--- src/rtl/bus_rx_filter_pkg.sv ---
package bus_rx_filter_pkg;
  // Address update strobes from control to datapath, already prioritised.
  typedef struct packed {
    logic revertBus;
    logic loadPhyNode;
    logic loadSw;
  } idStrobes_t;
endpackage

--- src/rtl/rxf_ctrl.sv ---
module rxf_ctrl
  import bus_rx_filter_pkg::*;
(
  input  logic       clk,
  input  logic       rstN,
  input  logic       busReset,
  input  logic       phyIdLoad,
  input  logic       swIdWe,
  input  logic       swIdValidWe,
  input  logic       swIdValidVal,
  input  logic       cycleStart,
  input  logic       subGap,
  output idStrobes_t stb,
  output logic       idValid,
  output logic       isoWindow
);
  always_comb begin
    stb.revertBus   = busReset;
    stb.loadPhyNode = phyIdLoad && !busReset;
    stb.loadSw      = swIdWe && !busReset && !phyIdLoad;
  end

  always_ff @(posedge clk) begin
    if (!rstN) begin
      idValid <= 1'b0;
    end else if (busReset) begin
      idValid <= 1'b0;
    end else if (phyIdLoad) begin
      idValid <= 1'b1;
    end else if (swIdValidWe) begin
      idValid <= swIdValidVal;
    end
  end

  always_ff @(posedge clk) begin
    if (!rstN) begin
      isoWindow <= 1'b0;
    end else if (busReset || subGap) begin
      isoWindow <= 1'b0;
    end else if (cycleStart) begin
      isoWindow <= 1'b1;
    end
  end

  a_r2_valid_clear: assert property (@(posedge clk) disable iff (!rstN)
    busReset |=> !idValid);
  a_r3_valid_set: assert property (@(posedge clk) disable iff (!rstN)
    (phyIdLoad && !busReset) |=> idValid);
  a_r5_sw_valid: assert property (@(posedge clk) disable iff (!rstN)
    (swIdValidWe && !busReset && !phyIdLoad) |=> (idValid == $past(swIdValidVal)));
  a_r9_window_close: assert property (@(posedge clk) disable iff (!rstN)
    (subGap || busReset) |=> !isoWindow);
  a_r9_window_open: assert property (@(posedge clk) disable iff (!rstN)
    (cycleStart && !subGap && !busReset) |=> isoWindow);
endmodule

--- src/rtl/rxf_dpath.sv ---
module rxf_dpath
  import bus_rx_filter_pkg::*;
#(
  parameter int BUS_W = 10,
  parameter int NODE_W = 6,
  parameter int VER_W = 16,
  parameter logic [VER_W-1:0] VERSION = 16'h0002,
  localparam int ID_W = BUS_W + NODE_W + VER_W
) (
  input  logic              clk,
  input  logic              rstN,
  input  idStrobes_t        stb,
  input  logic [NODE_W-1:0] phyNodeId,
  input  logic [ID_W-1:0]   swIdData,
  input  logic              idValid,
  input  logic              isoWindow,
  input  logic              rxEnable,
  input  logic              strictIso,
  input  logic              hdrValid,
  input  logic              hdrIsIso,
  input  logic [BUS_W-1:0]  hdrDestBus,
  input  logic [NODE_W-1:0] hdrDestNode,
  output logic [ID_W-1:0]   idReg,
  output logic              acceptValid,
  output logic              accept
);
  localparam logic [BUS_W-1:0]  ANY_BUS   = '1;
  localparam logic [NODE_W-1:0] BCAST     = '1;
  localparam int                NODE_LSB  = VER_W;
  localparam int                BUS_LSB   = VER_W + NODE_W;

  logic [BUS_W-1:0]  busId;
  logic [NODE_W-1:0] nodeId;
  logic busMatch, nodeMatch, asyncOk, isoOk, decision;

  always_ff @(posedge clk) begin
    if (!rstN) begin
      busId  <= ANY_BUS;
      nodeId <= BCAST;
    end else begin
      if (stb.revertBus) busId <= ANY_BUS;
      else if (stb.loadSw) busId <= swIdData[BUS_LSB +: BUS_W];
      if (stb.loadPhyNode) nodeId <= phyNodeId;
      else if (stb.loadSw) nodeId <= swIdData[NODE_LSB +: NODE_W];
    end
  end

  assign idReg = {busId, nodeId, VERSION};

  always_comb begin
    busMatch  = (hdrDestBus == ANY_BUS) || (hdrDestBus == busId);
    nodeMatch = (hdrDestNode == BCAST) || (hdrDestNode == nodeId);
    asyncOk   = idValid && busMatch && nodeMatch;
    isoOk     = !strictIso || isoWindow;
    decision  = rxEnable && (hdrIsIso ? isoOk : asyncOk);
  end

  always_ff @(posedge clk) begin
    if (!rstN) begin
      acceptValid <= 1'b0;
      accept      <= 1'b0;
    end else begin
      acceptValid <= hdrValid;
      accept      <= hdrValid && decision;
    end
  end

  a_r2_bus_revert: assert property (@(posedge clk) disable iff (!rstN)
    stb.revertBus |=> (idReg[BUS_LSB +: BUS_W] == ANY_BUS));
  a_r3_node_load: assert property (@(posedge clk) disable iff (!rstN)
    stb.loadPhyNode |=> (idReg[NODE_LSB +: NODE_W] == $past(phyNodeId)));
  a_r7_disabled: assert property (@(posedge clk) disable iff (!rstN)
    (hdrValid && !rxEnable) |=> !accept);
  a_r8_strict_outside: assert property (@(posedge clk) disable iff (!rstN)
    (hdrValid && hdrIsIso && strictIso && !isoWindow) |=> !accept);
  a_r10_strobe_follow: assert property (@(posedge clk) disable iff (!rstN)
    hdrValid |=> acceptValid);
  a_r10_no_strobe: assert property (@(posedge clk) disable iff (!rstN)
    !hdrValid |=> !acceptValid);
  a_r10_quiet: assert property (@(posedge clk) disable iff (!rstN)
    !acceptValid |-> !accept);
endmodule

--- src/rtl/bus_rx_filter.sv ---
module bus_rx_filter
  import bus_rx_filter_pkg::*;
#(
  parameter int BUS_W = 10,
  parameter int NODE_W = 6,
  parameter int VER_W = 16,
  parameter logic [VER_W-1:0] VERSION = 16'h0002,
  localparam int ID_W = BUS_W + NODE_W + VER_W
) (
  input  logic              clk,
  input  logic              rstN,
  input  logic              busReset,
  input  logic              phyIdLoad,
  input  logic [NODE_W-1:0] phyNodeId,
  input  logic              swIdWe,
  input  logic [ID_W-1:0]   swIdData,
  input  logic              swIdValidWe,
  input  logic              swIdValidVal,
  input  logic              rxEnable,
  input  logic              strictIso,
  input  logic              cycleStart,
  input  logic              subGap,
  input  logic              hdrValid,
  input  logic              hdrIsIso,
  input  logic [BUS_W-1:0]  hdrDestBus,
  input  logic [NODE_W-1:0] hdrDestNode,
  output logic [ID_W-1:0]   idReg,
  output logic              idValid,
  output logic              acceptValid,
  output logic              accept
);
  idStrobes_t stb;
  logic       isoWindow;

  rxf_ctrl u_ctrl (
    .clk(clk), .rstN(rstN), .busReset(busReset), .phyIdLoad(phyIdLoad),
    .swIdWe(swIdWe), .swIdValidWe(swIdValidWe), .swIdValidVal(swIdValidVal),
    .cycleStart(cycleStart), .subGap(subGap), .stb(stb),
    .idValid(idValid), .isoWindow(isoWindow)
  );

  rxf_dpath #(
    .BUS_W(BUS_W), .NODE_W(NODE_W), .VER_W(VER_W), .VERSION(VERSION)
  ) u_dpath (
    .clk(clk), .rstN(rstN), .stb(stb), .phyNodeId(phyNodeId),
    .swIdData(swIdData), .idValid(idValid), .isoWindow(isoWindow),
    .rxEnable(rxEnable), .strictIso(strictIso), .hdrValid(hdrValid),
    .hdrIsIso(hdrIsIso), .hdrDestBus(hdrDestBus), .hdrDestNode(hdrDestNode),
    .idReg(idReg), .acceptValid(acceptValid), .accept(accept)
  );
endmodule

--- config.mk ---
export PLATFORM = sky130hd
export DESIGN_NAME = bus_rx_filter
export DESIGN_NICKNAME = d
export VERILOG_FILES = /design/src/rtl/bus_rx_filter_pkg.sv /design/src/rtl/rxf_ctrl.sv /design/src/rtl/rxf_dpath.sv /design/src/rtl/bus_rx_filter.sv
export SDC_FILE = /design/constraint.sdc
export NUM_CORES = 1
export LEC_CHECK = 0
export BUFFER_PORTS_ARGS = -buffer_cell sky130_fd_sc_hd__clkbuf_2
export CAP_MARGIN = 40
export CORE_MARGIN = 4
export CORE_UTILIZATION = 30
export CTS_CLUSTER_DIAMETER = 150
export CTS_CLUSTER_SIZE = 10
export DETAILED_ROUTE_END_ITERATION = 10
export PLACE_DENSITY_LB_ADDON = 0.1
export SYNTH_ARGS = -nofsm -noshare
export SYNTH_HDL_FRONTEND = slang
export SYNTH_SLANG_ARGS = --single-unit
--- constraint.sdc ---
create_clock -name clk -period 1.7 [get_ports clk]
set_clock_uncertainty 0.2 [all_clocks]
set_input_delay 0.255 -clock clk [delete_from_list [all_inputs] [get_ports clk]]
set_output_delay 0.255 -clock clk [all_outputs]
set_load 0.02 [all_outputs]
== Word-level counts from Yosys, hierarchy flattened ==
Cells that the tools add are included.
Widths: inputs -> output; s select.
Word-level totals
  register bits after elaboration: 20
  bits in latches: 0
  memory bits (writable): 0
  memory bits (read-only): 0
  input port bits: 67
  word-level logic and storage cells: 34
  memories kept: 0
Operators by class
  add/sub/neg operators: 0
  multipliers: 0
  div/mod/pow operators: 0
  $lt $le $gt $ge: 0
  equal/unequal tests: 4
  shift operators: 0
  mux-type cells: 5
  bitwise operators: 1
  reduce and logical (&&, ||, !) cells: 18
Operators by type and width (number)
  $mux 6: 2
  $eq 10x10->1: 1
  $eq 10x10->1 const B: 1
  $logic_and 1x1->1: 7
  $eq 6x6->1: 1
  $eq 6x6->1 const B: 1
  $logic_or 1x1->1: 4
  $reduce_bool 2->1: 2
  $reduce_or 2->1: 2
  $logic_not 1->1: 3
  $mux 1: 3
  $not 1->1: 1

== Logic depth before layout (Yosys ltp) ==
Gate-level depths: netlist of run 1.
  depth in word-level cells: 7
  gate-level depth with buffers: 5

== By module ==
From an unflattened synthesis of run 1, not the netlist that was laid out.
Second synthesis, totals
  cell total of the unflattened synthesis: 124
  area, all modules: 1158.6 µm²
By module, submodules not included
  rxf_dpath: times used 1, cells an instance 113, area each 1053.5 µm²
  rxf_ctrl: times used 1, cells an instance 11, area each 105.1 µm²

== Worst setup path after synthesis of run 1 ==
Ideal clock, no wire load.
  path type: register to register
  start point: register u_dpath.busId[7]
  end point: register u_dpath.accept
  setup time: 65 ps
  arrival time: 1119 ps
  data required time: 1435 ps
  setup slack: 316 ps
  stages on the path, launching flop included: 6
  clock period less this slack: 1384 ps
  path through: dfxtp_1 > xor2_1 > nor4_1 > a31o_1 > a31oi_1 > nor2_1
Between the ends
  cells in the longest elaborated chain, start to end: 7
Ends and longest elaborated chain
  start: declaration: line rxf_dpath.sv:32  | logic [BUS_W-1:0] busId;
  start signal: assignment: line rxf_dpath.sv:42  | else if (stb.loadSw) busId <= swIdData[BUS_LSB +: BUS_W];
  $eq 10x10->1: line rxf_dpath.sv:51  | busMatch = (hdrDestBus == ANY_BUS) || (hdrDestBus == busId);
  $logic_or 1x1->1: line rxf_dpath.sv:51
  $logic_and 1x1->1 (2 in series): line rxf_dpath.sv:53  | asyncOk = idValid && busMatch && nodeMatch;
  $mux 1: line rxf_dpath.sv:55  | decision = rxEnable && (hdrIsIso ? isoOk : asyncOk);
  $logic_and 1x1->1: line rxf_dpath.sv:55
  $logic_and 1x1->1: line rxf_dpath.sv:64  | accept <= hdrValid && decision;
  end signal: assignment: line rxf_dpath.sv:64
  end: declaration: line rxf_dpath.sv:25  | output logic accept
No other way between the ends.
A chain may end at the register's enable or synchronous reset.

== Worst setup path in the final report of run 1 ==
  start point: register u_dpath.busId[6]
  end point: register u_dpath.accept
The elaborated chain is that of the path after synthesis.

==> results of run 1 <==
==> metrics by stage <==
step	std cells	hold WS [ps]	utilization (%)	total power, mW	setup slack [ps]
after floorplan	147	127	-	0.687	316
after global placement	245	214	41.9	0.765	221
after detailed placement	245	217	41.9	0.769	215
after CTS	250	4.98	43.8	1.13	225
after global routing	250	4.32	43.8	1.18	134
final	250	6.54	43.8	1.11	255
==> flip-flops by register name (all words and copies together) (netlist names) <==
register,count
u_dpath.acceptValid,1
u_ctrl.isoWindow,1
u_ctrl.idValid,1
u_dpath.nodeId,6
u_dpath.busId,10
u_dpath.accept,1
==> kinds of logic after synthesis <==
group	Yosys count
DFF	20
and+or+nand+nor	53
AOI/OAI and AO/OA	15
xor gates and xnor gates	16
buffers and inverters	22
other	2
muxes	5
==> area by class of cell <==
class                   instances  area, µm²  area share, %
flip-flops and latches         20        400           26.4
inverters                       2       7.51          0.495
clock buffers                   4       55.1           3.63
well taps                      46       57.6           3.79
repair buffers                 73        378           24.9
multi-input cells             105        619           40.8
==> power by group <==
| group | switching [mW] | leakage [nW] | internal, mW |
|---|---|---|---|
| registers | 0.0183 | 0.164 | 0.489 |
| logic | 0.142 | 0.585 | 0.108 |
| clock network | 0.151 | 0.0288 | 0.206 |
==> layer usage <==
metal / up-vias / routed length (µm) / global-route usage, %
met2: 53 / 1410 / 22.0
met4: 0 / 21 / 4.38
met3: 2 / 336 / 3.73
met1: 480 / 1150 / 13.6
met5: - / 0 / 0
li1: 560 / - / -
==> Yosys cell counts (all sizes together) <==
master	n	area (µm²)
mux2	1	11.3
o21bai	1	11.3
a31oi	1	6.26
inv	2	7.51
xnor2	6	52.6
o21ai	3	15.0
o21a	1	7.51
dfxtp	20	400
and2	1	6.26
nor4	2	12.5
nand3	10	50.1
nor2	3	11.3
conb	2	7.51
o211ai	5	37.5
buf	19	135
mux2i	4	40.0
nand4	4	25.0
xor2	10	87.6
nor3b	1	12.5
or3b	1	8.76
o22ai	1	12.5
nand2b	1	6.26
a221o	2	20.0
nor2b	1	6.26
clkbuf	1	3.75
nand2	28	105
a31o	1	8.76
nor3	1	5.00
==> how the worst min path moves through the flow <==
stage | startpoint | to | slack, ps | depth (start not counted)
finish | swIdData[29] | u_dpath.busId[7] | 7 | 3
global placement | subGap | u_ctrl.isoWindow | 210 | 2
detailed placement | subGap | u_ctrl.isoWindow | 220 | 2
global route | swIdData[29] | u_dpath.busId[7] | 4 | 3
floorplan | subGap | u_ctrl.isoWindow | 130 | 1
CTS | swIdData[29] | u_dpath.busId[7] | 5 | 3
==> worst register-to-register path, stage by stage, from the launching register on <==
cell and delay (ps):
dfxtp_1 330, xor2_1 160, nor4_1 340, a31o_1 200
a31oi_1 80, nor2_1 80
==> timing repair <==
| action | 4_1_cts | 5_1_grt |
|---|---|---|
| endpoints found under the hold margin | 1 | 0 |
| hold buffers | 1 | 0 |
| buffers inserted | 0 | 0 |
==> reports/results.tsv, run 1 <==
metric	value	unit
final_common_cell	clkbuf_2	
r2r-start	u_dpath.busId[6]	
synth.avg_cell_area	8.37	µm²
syn_inst	133	
fmax	0.692	GHz
synthSimpleGateAreaFrac	22.4	%
synth_fa_ha_area_share	0	%
ys_types	30	
finalMaxSlewViolations	0	
vdd_drop_max	0.000263	V
path_buf_inv	0	
rows	21	
crit_type	reg -> reg	
drt_pass1_iterations	4	
critPathTopFamily	simple AND/OR/NAND/NOR gates	
synth_compound_area_share	10.7	%
io_pins	102	
hp-class	in -> reg	
max_cap_viol_count	0	
drt_wl_total	2.92	mm
synth_top_family_by_area	simple AND/OR/NAND/NOR gates	
cts-buffers-inserted	3	
power_density	734	nW/µm²
critPathMaxStageDelay	340	ps
arrival	1440	ps
grt-ovfl-total	0	
cts_tree	done	
reg2reg_slack	250	ps
wl_per_cell	11.7	µm
vias_per_cell	4.38	
antenna_found_initial	0	
synth_seq_cells	20	
start_util	32.1	%
grt_pass1_vias	1062	
path_cells	xor2_1 -> nor4_1 -> a31o_1 -> a31oi_1 -> nor2_1	
gp_congestion	0.732	
critPathRequiredTime	1690	ps
post_cts_resized	0	
grt_pass1_wl	4.43	mm
root_buffer	clkbuf_8	
leakage	0.778	nW
setup.worst_path.start	u_dpath.busId[6]	
portBuffers	69	
synth_xor_area_share	12.6	%
finalHoldViolations	0	
ys_seq_area_share	36.0	%
worst_r2r_path_depth	5	
insertion_delay	250	ps
crit_end	u_dpath.accept	
r2r_end	u_dpath.accept	
muxShareOfSynthArea	4.61	%
fin_area	1520	µm²
die_area	4750	µm²
final_cell_mix	clkbuf_2 (69), nand2_1 (28), dfxtp_1 (20)	
drt_iter0_markers	13	
setup_viol	0	
dieHeight	68.9	µm
grt_usage	12.3	%
status	complete, no violations	
htreeDepth	1	
dp_hpwl	2.52	mm
areaGrowthSynthToFinish	36.3	%
slowest_stage	nor4_1	
cts.path.max_buffers	2	
cp_max_fo	3	
rsz0062_at_grt	no	
start_kind	flop	
min_period	1450	ps
grt_max_degree	13	
fin_crit_sh	85.0	%
syn-cell-area	1110	µm²
cp.depth	5	
die_w	68.9	µm
route.detailed.drc	0	
worstSetupEndpointType	flop	
num_vias	1095	
final_nets	272	
antennaDiodeCount	0	
yosysWarnings	0	
nFillCells	390	
cts.sinks	20	
clk_pin_slew	70	ps
core	3470	µm²
fin_tns_setup	0	ps
drive_gt1_share	39.2	%
final_antenna_net_count	0	
place_area	1450	µm²
(Power assumes the default switching activity.)
==> inputs of run 2 (changes only) <==
--- a/config.mk
+++ b/config.mk
@@ -5,8 +5,9 @@
 export SDC_FILE = /design/constraint.sdc
 export NUM_CORES = 1
 export LEC_CHECK = 0
-export BUFFER_PORTS_ARGS = -buffer_cell sky130_fd_sc_hd__clkbuf_2
+export BUFFER_PORTS_ARGS = -buffer_cell sky130_fd_sc_hd__buf_4
 export CAP_MARGIN = 40
+export CORE_ASPECT_RATIO = 0.5
 export CORE_MARGIN = 4
 export CORE_UTILIZATION = 30
 export CTS_CLUSTER_DIAMETER = 150
==> run 2 against run 1 <==
- global-route usage decreased by 0.17 points
- sequential power about the same
- combinational power increased by 20%
- core utilization increased by 6.6 points
- cell count increased by 4.0%
- largest cell class unchanged
- die area increased by 1.2%
==> reports/results.tsv, run 2 (synthesized netlist as in run 1, its figures left out) <==
metric	value	unit
arrival	1440	ps
finalHoldViolations	0	
wl_met2	1.33	mm
hold_end	u_dpath.busId[3]	
start_util	31.7	%
leakage	0.847	nW
antenna_found_initial	0	
layout.cells.non_filler	260	
status	complete, no violations	
route.detailed.drc	0	
top_regs	u_dpath.busId (10), u_dpath.nodeId (6)	
drt_wl_total	2.90	mm
io_pins	102	
grt_pass1_wl	4.53	mm
fmax	0.693	GHz
largest_reg_flops	10	
fin_tns_setup	0	ps
areaGrowthSynthToFinish	58.8	%
dieHeight	51.1	µm
drt_pass1_iterations	4	
cts.sinks	20	
grt-ovfl-total	0	
final_antenna_net_count	0	
grt_pass1_vias	1057	
htreeDepth	1	
root_buffer	clkbuf_8	
critPathRequiredTime	1700	ps
rows	15	
path_cells	xor2_1 -> nor4_1 -> a31o_1 -> a31oi_1 -> nor2_1	
die_area	4810	µm²
cts_setup_buffers	0	
wl_per_cell	11.2	µm
vdd_drop_max	0.000298	V
core	3510	µm²
multiInputGateArea	619	µm²
slew_headroom	53.6	%
power_density	724	nW/µm²
r2r_end	u_dpath.accept	
min_from	swIdData[25]	
vias_per_cell	4.20	
dp.cells	248	
num_vias	1092	
tightest_slew	692	ps
antennaDiodeCount	0	
die_w	94.2	µm
max_cap_viol_count	0	
dp_hpwl	2.40	mm
crit_type	reg -> reg	
finalMaxSlewViolations	0	
ff_latch_area	400	µm²
final_common_cell	buf_4	
hold_buffers	8	
grt_max_degree	13	
cts.path.max_buffers	2	
cp_max_fo	3	
cts-buffers-inserted	3	
highest_layer	met4	
post_cts_resized	0	
gp_congestion	0.679	
nFillCells	376	
hp-class	in -> reg	
worst_r2r_path_depth	5	
setup_viol	0	
drive_gt1_share	37.3	%
clk_pin_slew	80	ps
critPathMaxStageDelay	340	ps
final_nets	277	
wl_met3	321	µm
cts_tree	done	
wl_met1	1.22	mm
power.total	1.28	mW
r2r-start	u_dpath.busId[6]	
slowest_stage	dfxtp_1	
whs	3.54	ps
portBuffers	69	
worstSetupEndpointType	flop	
hold_depth	3	
grt_usage	12.1	%
drt_iter0_markers	8	
final_cell_mix	buf_4 (70), nand2_1 (28), dfxtp_1 (20)	
insertion_delay	260	ps
regMostFlops	u_dpath.busId	
fin_crit_sh	84.9	%
start_kind	flop	
reg2reg_slack	260	ps
rsz0062_at_grt	no	
min_period	1440	ps
==> run 2: changes by cell type in the layout (fill, tap and decap cells not counted), sizes merged <==
cell,before,now
clkbuf,73,3
buf,3,70
dlygate4sd3,1,8
bufinv,0,1
==> run 2: cell type report <==
cell class	count	share of cell area (%)
Multi-Input combinational cell	105	35.0
Sequential cell	20	22.6
Tap cell	51	3.61
Clock buffer	3	2.34
Timing Repair Buffer	78	34.3
Inverter	2	0.425
Clock inverter	1	1.70
==> run 2: worst max-delay path by stage <==
stage	start	end	slack, ps	depth (start not counted)
after global placement	phyIdLoad	u_dpath.nodeId[4]	150	3
after CTS	u_dpath.busId[6]	u_dpath.accept	220	5
final	u_dpath.busId[6]	u_dpath.accept	260	5
after detailed placement	phyIdLoad	u_dpath.nodeId[5]	150	3
after global routing	u_dpath.busId[6]	u_dpath.accept	170	5
after floorplan	u_dpath.busId[7]	u_dpath.accept	320	5
==> run 2: through the flow <==
stage                     cell area (µm²)  utilization [%]  setup WS [ps]
after floorplan                      1170                -            316
after global placement               1620             46.1            149
after detailed placement             1620             46.1            150
after CTS                            1770             50.4            221
after global routing                 1770             50.4            169
final                                1770             50.4            257
==> run 2: worst max-delay path, delay by kind of cell (launching register included) <==
family | cells | cell delay [ps]
XOR/XNOR | 1 | 160
AO/OA/AOI/OAI | 2 | 310
flip-flops | 1 | 340
AND/OR/NAND/NOR | 2 | 370
==> run 2: per-layer routing <==
metal  vias to the layer above  GRT usage, %
met3                         2          4.26
met4                         0          4.32
met5                         -             0
met1                       473          13.6
li1                        568             -
met2                        49          21.5
==> run 2: power by group <==
part	internal [mW]	switching (mW)	leakage, nW	total, mW
Combinational	0.159	0.142	0.647	0.301
Clock	0.314	0.158	0.0357	0.472
Sequential	0.489	0.0182	0.164	0.507
Total	0.963	0.318	0.847	1.28
